$ cat config.mk
export PLATFORM = sky130hd
export DESIGN_NAME = dspace_decoder
export DESIGN_NICKNAME = d
export VERILOG_FILES = /design/src/rtl/dsd_pkg.sv /design/src/rtl/dsd_addr_decode.sv /design/src/rtl/dsd_special_regs.sv /design/src/rtl/dsd_rsp_reg.sv /design/src/rtl/dspace_decoder.sv
export SDC_FILE = /design/constraint.sdc
export NUM_CORES = 1
export LEC_CHECK = 0
export ABC_CLOCK_PERIOD_IN_PS = 2700
export CORE_UTILIZATION = 40
export DETAILED_ROUTE_END_ITERATION = 6
export GPL_TIMING_DRIVEN = 0
export PLACE_DENSITY = 0.82
export SETUP_SLACK_MARGIN = 0.3
export SLEW_MARGIN = 20
export SYNTH_ARGS = -nofsm -noshare
export SYNTH_HDL_FRONTEND = slang
export SYNTH_SLANG_ARGS = --single-unit
$ cat constraint.sdc
create_clock -name clk -period 2.7 [get_ports clk]
set_clock_uncertainty 0.15 [all_clocks]
set_input_delay 0.405 -clock clk [delete_from_list [all_inputs] [get_ports clk]]
set_output_delay 0.405 -clock clk [all_outputs]
set_load 0.01 [all_outputs]
$ cat src/rtl/dsd_pkg.sv
package dsd_pkg;

  // Where an address lands.
  typedef enum logic [1:0] {
    RGN_GPR     = 2'd0,
    RGN_SPECIAL = 2'd1,
    RGN_EXT     = 2'd2
  } region_e;

  // Special-register slot, in I/O offset order (offset = base + index).
  typedef enum logic [2:0] {
    SPC_PAGE_D = 3'd0,
    SPC_PAGE_X = 3'd1,
    SPC_PAGE_Y = 3'd2,
    SPC_PAGE_Z = 3'd3,
    SPC_JMPX   = 3'd4,
    SPC_SPLO   = 3'd5,
    SPC_SPHI   = 3'd6,
    SPC_STAT   = 3'd7
  } spec_e;

  localparam int NUM_PAGES = 4;
  localparam int BYTE_W    = 8;
  localparam int SP_W      = 16;
  localparam int NUM_SPEC  = 8;

endpackage

$ cat src/rtl/dsd_addr_decode.sv
module dsd_addr_decode
  import dsd_pkg::*;
#(
  parameter int ADDR_W    = 16,
  parameter int NUM_GPR   = 32,
  parameter int NUM_IO    = 64,
  parameter int SPEC_BASE = 56,
  localparam int GPR_AW   = $clog2(NUM_GPR)
) (
  input  logic [ADDR_W-1:0] addr,
  output region_e           region,
  output spec_e             spec_sel,
  output logic [GPR_AW-1:0] gpr_idx
);

  localparam logic [ADDR_W-1:0] IO_LO   = ADDR_W'(NUM_GPR);
  localparam logic [ADDR_W-1:0] IO_HI   = ADDR_W'(NUM_GPR + NUM_IO);
  localparam logic [ADDR_W-1:0] SPEC_LO = ADDR_W'(SPEC_BASE);
  localparam logic [ADDR_W-1:0] SPEC_HI = ADDR_W'(SPEC_BASE + NUM_SPEC);

  logic [ADDR_W-1:0] io_off;

  assign io_off  = addr - IO_LO;
  assign gpr_idx = addr[GPR_AW-1:0];

  always_comb begin
    region   = RGN_EXT;
    spec_sel = SPC_PAGE_D;
    if (addr < IO_LO) begin
      region = RGN_GPR;
    end else if (addr < IO_HI) begin
      if (io_off >= SPEC_LO && io_off < SPEC_HI) begin
        region   = RGN_SPECIAL;
        spec_sel = spec_e'(io_off[2:0]);
      end
    end
  end

endmodule

$ cat src/rtl/dsd_special_regs.sv
module dsd_special_regs
  import dsd_pkg::*;
#(
  parameter int EXT_W = 24
) (
  input  logic                                clk,
  input  logic                                rst_n,
  input  logic                                wr_en,
  input  spec_e                               sel,
  input  logic [BYTE_W-1:0]                   wdata,
  input  logic [NUM_PAGES-1:0]                page_feat,
  input  logic                                sp16_feat,
  output logic [BYTE_W-1:0]                   rd_data,
  output logic [NUM_PAGES-1:0][EXT_W-1:0]     page_q,
  output logic [EXT_W-1:0]                    jmp_q,
  output logic [SP_W-1:0]                     sp_q,
  output logic [BYTE_W-1:0]                   stat_q
);

  localparam int LOW_W = EXT_W - BYTE_W;

  // One generated register per page slot, each gated by its own enable.
  for (genvar g = 0; g < NUM_PAGES; g++) begin : g_page
    always_ff @(posedge clk or negedge rst_n) begin
      if (!rst_n) begin
        page_q[g] <= '0;
      end else if (wr_en && sel == spec_e'(g) && page_feat[g]) begin
        page_q[g] <= {wdata, {LOW_W{1'b0}}};
      end
    end
  end

  always_ff @(posedge clk or negedge rst_n) begin
    if (!rst_n) begin
      jmp_q  <= '0;
      sp_q   <= '0;
      stat_q <= '0;
    end else if (wr_en) begin
      case (sel)
        SPC_JMPX: jmp_q <= {wdata, {LOW_W{1'b0}}};
        SPC_SPLO: sp_q[BYTE_W-1:0] <= wdata;
        SPC_SPHI: if (sp16_feat) sp_q[SP_W-1:BYTE_W] <= wdata;
        SPC_STAT: stat_q <= wdata;
        default: ;
      endcase
    end
  end

  always_comb begin
    case (sel)
      SPC_PAGE_D, SPC_PAGE_X, SPC_PAGE_Y, SPC_PAGE_Z:
        rd_data = page_q[sel[1:0]][EXT_W-1 -: BYTE_W];
      SPC_JMPX: rd_data = jmp_q[EXT_W-1 -: BYTE_W];
      SPC_SPLO: rd_data = sp_q[BYTE_W-1:0];
      SPC_SPHI: rd_data = sp_q[SP_W-1:BYTE_W];
      default:  rd_data = stat_q;
    endcase
  end

endmodule

$ cat src/rtl/dsd_rsp_reg.sv
module dsd_rsp_reg
  import dsd_pkg::*;
(
  input  logic              clk,
  input  logic              rst_n,
  input  logic              load,
  input  logic [BYTE_W-1:0] load_data,
  input  logic              out_ready,
  output logic              out_valid,
  output logic [BYTE_W-1:0] out_data
);

  always_ff @(posedge clk or negedge rst_n) begin
    if (!rst_n) begin
      out_valid <= 1'b0;
      out_data  <= '0;
    end else if (load) begin
      out_valid <= 1'b1;
      out_data  <= load_data;
    end else if (out_ready) begin
      out_valid <= 1'b0;
    end
  end

endmodule

$ cat src/rtl/dspace_decoder.sv
module dspace_decoder
  import dsd_pkg::*;
#(
  parameter int ADDR_W    = 16,
  parameter int NUM_GPR   = 32,
  parameter int NUM_IO    = 64,
  parameter int SPEC_BASE = 56,
  parameter int EXT_W     = 24,
  localparam int GPR_AW   = $clog2(NUM_GPR)
) (
  input  logic                            clk,
  input  logic                            rst_n,
  input  logic                            req_valid,
  output logic                            req_ready,
  input  logic                            req_we,
  input  logic [ADDR_W-1:0]               req_addr,
  input  logic [7:0]                      req_wdata,
  output logic                            rsp_valid,
  input  logic                            rsp_ready,
  output logic [7:0]                      rsp_rdata,
  output logic                            rf_we,
  output logic [GPR_AW-1:0]               rf_addr,
  output logic [7:0]                      rf_wdata,
  input  logic [7:0]                      rf_rdata,
  output logic                            ext_en,
  output logic                            ext_we,
  output logic [ADDR_W-1:0]               ext_addr,
  output logic [7:0]                      ext_wdata,
  input  logic [7:0]                      ext_rdata,
  input  logic [3:0]                      page_feat,
  input  logic                            sp16_feat,
  output logic [3:0][EXT_W-1:0]           page_ext,
  output logic [EXT_W-1:0]                jmp_ext,
  output logic [15:0]                     stack_ptr,
  output logic [7:0]                      status
);

  region_e           region;
  spec_e             spec_sel;
  logic [GPR_AW-1:0] gpr_idx;
  logic              accept;
  logic [7:0]        spec_rd;
  logic [7:0]        rd_mux;

  dsd_addr_decode #(
    .ADDR_W    (ADDR_W),
    .NUM_GPR   (NUM_GPR),
    .NUM_IO    (NUM_IO),
    .SPEC_BASE (SPEC_BASE)
  ) u_dec (
    .addr     (req_addr),
    .region   (region),
    .spec_sel (spec_sel),
    .gpr_idx  (gpr_idx)
  );

  // Stall only while a read result is held un-taken.
  assign req_ready = !rsp_valid || rsp_ready;
  assign accept    = req_valid && req_ready;

  assign rf_addr   = gpr_idx;
  assign rf_wdata  = req_wdata;
  assign rf_we     = accept && req_we && (region == RGN_GPR);

  assign ext_en    = accept && (region == RGN_EXT);
  assign ext_we    = req_we;
  assign ext_addr  = req_addr;
  assign ext_wdata = req_wdata;

  dsd_special_regs #(
    .EXT_W (EXT_W)
  ) u_spec (
    .clk       (clk),
    .rst_n     (rst_n),
    .wr_en     (accept && req_we && (region == RGN_SPECIAL)),
    .sel       (spec_sel),
    .wdata     (req_wdata),
    .page_feat (page_feat),
    .sp16_feat (sp16_feat),
    .rd_data   (spec_rd),
    .page_q    (page_ext),
    .jmp_q     (jmp_ext),
    .sp_q      (stack_ptr),
    .stat_q    (status)
  );

  always_comb begin
    case (region)
      RGN_GPR:     rd_mux = rf_rdata;
      RGN_SPECIAL: rd_mux = spec_rd;
      default:     rd_mux = ext_rdata;
    endcase
  end

  dsd_rsp_reg u_rsp (
    .clk       (clk),
    .rst_n     (rst_n),
    .load      (accept && !req_we),
    .load_data (rd_mux),
    .out_ready (rsp_ready),
    .out_valid (rsp_valid),
    .out_data  (rsp_rdata)
  );

endmodule

==> results.toml <==
[status]
status = "complete, no violations"

[floorplan]
die-area_um2 = 11860
start_util_pct = 41.64
die_h_um = 108.9
num_rows = 38
ioPinCount = 244
die_width_um = 108.9
coreArea_um2 = 10980

[route]
drtAntennaViolNets = 0
routed_wirelength_um = 14500
drt-wirelength-per-cell_um = 17.16
drt_iter0_markers = 185
via_count = 4037
route.detailed.drc = 0
vias_per_cell = 4.778
first_pass_iters = 4

[worst_setup_path]
critical_path.max_fanout = 3
reg2reg_slack_ns = 0.42
endpoint_kind = "output port"
cp.required_ns = 2.14
startpoint_type = "input pin"
arrival_ns = 1.98
crit_type = "input pin to output port"

[final_layout]
layout.nets = 753
n_fill_cell = 818
drive_gt1_share_pct = 35.18
final_cell_mix = "144 x clkdlybuf4s50_1, 134 x buf_4, 80 x conb_1"
final_common_cell = "clkdlybuf4s50_1"
diodes = 0
final_cell_area_um2 = 7333
area.growth.synth_to_final_pct = 60.36

[clock_tree]
cts.sinks = 73
clk_latency_ns = 0.33
ctsRootBufferMaster = "clkbuf_16"
path_clk_slew_ns = 0.05
cts_tree = "done"
h-tree-depth = 3
cts_buffers = 9
clockBufferDepth = 2

[timing]
whs_ns = 0.3832
timing.final.crit_share_pct = 94.04
hold_viol = 0
rsz0062_at_grt = "true"
setup_viol = 0
slew_headroom_pct = 51.67
drv_slew = 0
period_needed_ns = 2.539
setup_tns_ns = 0
worstMarginPinSlew_ns = 0.7223
max_freq_ghz = 0.3938
setup_ws_ns = 0.1609

[synth]
ys_ff_latch = 73
ys_top_cells_by_area = "dfrtp_1 40%, buf_4 19%, mux2_2 14%"
ys_types = 41
synth_ff_type = "dfrtp_1"
syn_inst = 429
syn_area_per_cell_um2 = 10.66
synth_top_area_share_pct = 39.95
ys_warn_count = 0
synth_edf_count = 0
synthesis.area_um2 = 4573
synth_top_area_cell = "dfrtp_1"
async_flop_share_pct = 100.0
seq_area_frac_synth_pct = 39.95

[placement]
portBuffers = 162
post_dp_cell_area_um2 = 6743
pre_cts_slack_ns = -0.9517
gp_congestion = 0.7774
dp.final_hpwl_um = 10400

[global_routing]
grt_pass1_vias = 4072
grt_pass1_wl_um = 21340
grt_max_degree = 47
grt_use_total_pct = 24.25
grt_overflow = 0
antenna_found_initial = 0

[min_path]
hp-class = "register to register"

[power_and_ir_drop]
peakVddDrop_mv = 0.4441
p_leak_uw = 0.003592
p_total_uw = 2980
powerDensity_nw_per_um2 = 406.3

[run]
max_cap_viol_count = 0
## sequential cells by signal, summed over array words and instances, names as in the netlist
register	count
u_spec.jmp_q	8
u_spec.stat_q	8
u_rsp.out_valid	1
u_rsp.out_data	8
u_spec.sp_q	16
u_spec.page_q	32
## through the flow
step	cells	util (%)
2_1_floorplan	508	-
3_3_place_gp	810	61.16
3_5_place_dp	811	61.39
4_1_cts	841	66.05
5_1_grt	845	66.77
6_report	845	66.77
## Yosys cell counts, types with 5 or more instances
library cell,count
mux2i_1,17
nor2_1,8
a22oi_1,7
nand2b_1,5
clkbuf_1,14
o21ai_0,22
a21oi_1,24
o211ai_1,14
dfrtp_1,73
o21a_1,7
and3_1,5
nand3_1,9
mux2_2,56
mux2_4,8
buf_4,118
## cell families after synthesis
group                    count (synthesis)  share of synthesized area [%]
flip-flops                              73                          39.95
other                                    1                        0.08200
buffers and inverters                  140                          21.29
AO/OA/AOI/OAI                           80                          10.94
XOR/XNOR                                 1                         0.1916
AND/OR/NAND/NOR                         51                          6.867
adder cells (fa/ha/maj)                  2                         0.5471
multiplexers                            81                          20.14
## layer usage
metal / vias up / global-route usage [%] / part of all wire (%)
met4: 0 / 12.74 / 3.2
met2: 226 / 41.51 / 50
li1: 1871 / - / -
met1: 1910 / 26.23 / 36
met3: 30 / 8.548 / 10
met5: - / 0 / 0
## report_power, final
| part | internal, uW | switching, uW | total [uW] |
|---|---|---|---|
| Sequential | 1110 | 15.8 | 1130 |
| Combinational | 323 | 272 | 595 |
| Clock | 827 | 427 | 1250 |
## final cells by class
cell class / count / area (um^2) / area share [%]
multi-input combinational: 295 / 2161 / 29.47
clock inverter: 3 / 65.06 / 0.8872
clock buffer: 12 / 246.5 / 3.361
sequential: 73 / 1827 / 24.91
buffer: 138 / 1022 / 13.94
inverter: 2 / 20.02 / 0.2730
tap: 140 / 175.2 / 2.389
timing repair buffer: 182 / 1817 / 24.77
## critical path: stages
cell	delay (ns)
buf_12	0.11
inv_12	0.04
ha_4	0.11
nand4bb_1	0.12
or4_1	0.48
a311o_1	0.28
clkbuf_8	0.14
and3_4	0.17
buf_6	0.12
## final timing paths
kind	startpoint	end	cells after the start
max	req_addr[5]	ext_en	9
min	u_spec.page_q[93]$_DFFE_PN0P_	u_spec.page_q[93]$_DFFE_PN0P_	1
max reg2reg	u_rsp.out_valid$_DFFE_PN0P_	u_spec.page_q[45]$_DFFE_PN0P_	6
min reg2reg	u_spec.page_q[93]$_DFFE_PN0P_	u_spec.page_q[93]$_DFFE_PN0P_	1
max in group asynchronous	rst_n	u_spec.sp_q[15]$_DFFE_PN0P_	3
min in group asynchronous	rst_n	u_spec.page_q[65]$_DFFE_PN0P_	2
## what timing repair did
| item | in CTS | in global routing |
|---|---|---|
| gates resized for setup | 76 | 14 |
| endpoints found under the hold margin | 27 | 0 |
| hold buffers | 1 | 0 |
| setup buffers | 14 | 4 |
| endpoints found under the setup margin | 74 | 58 |
| pin swaps | 13 | 10 |
(Power assumes the default switching activity.)
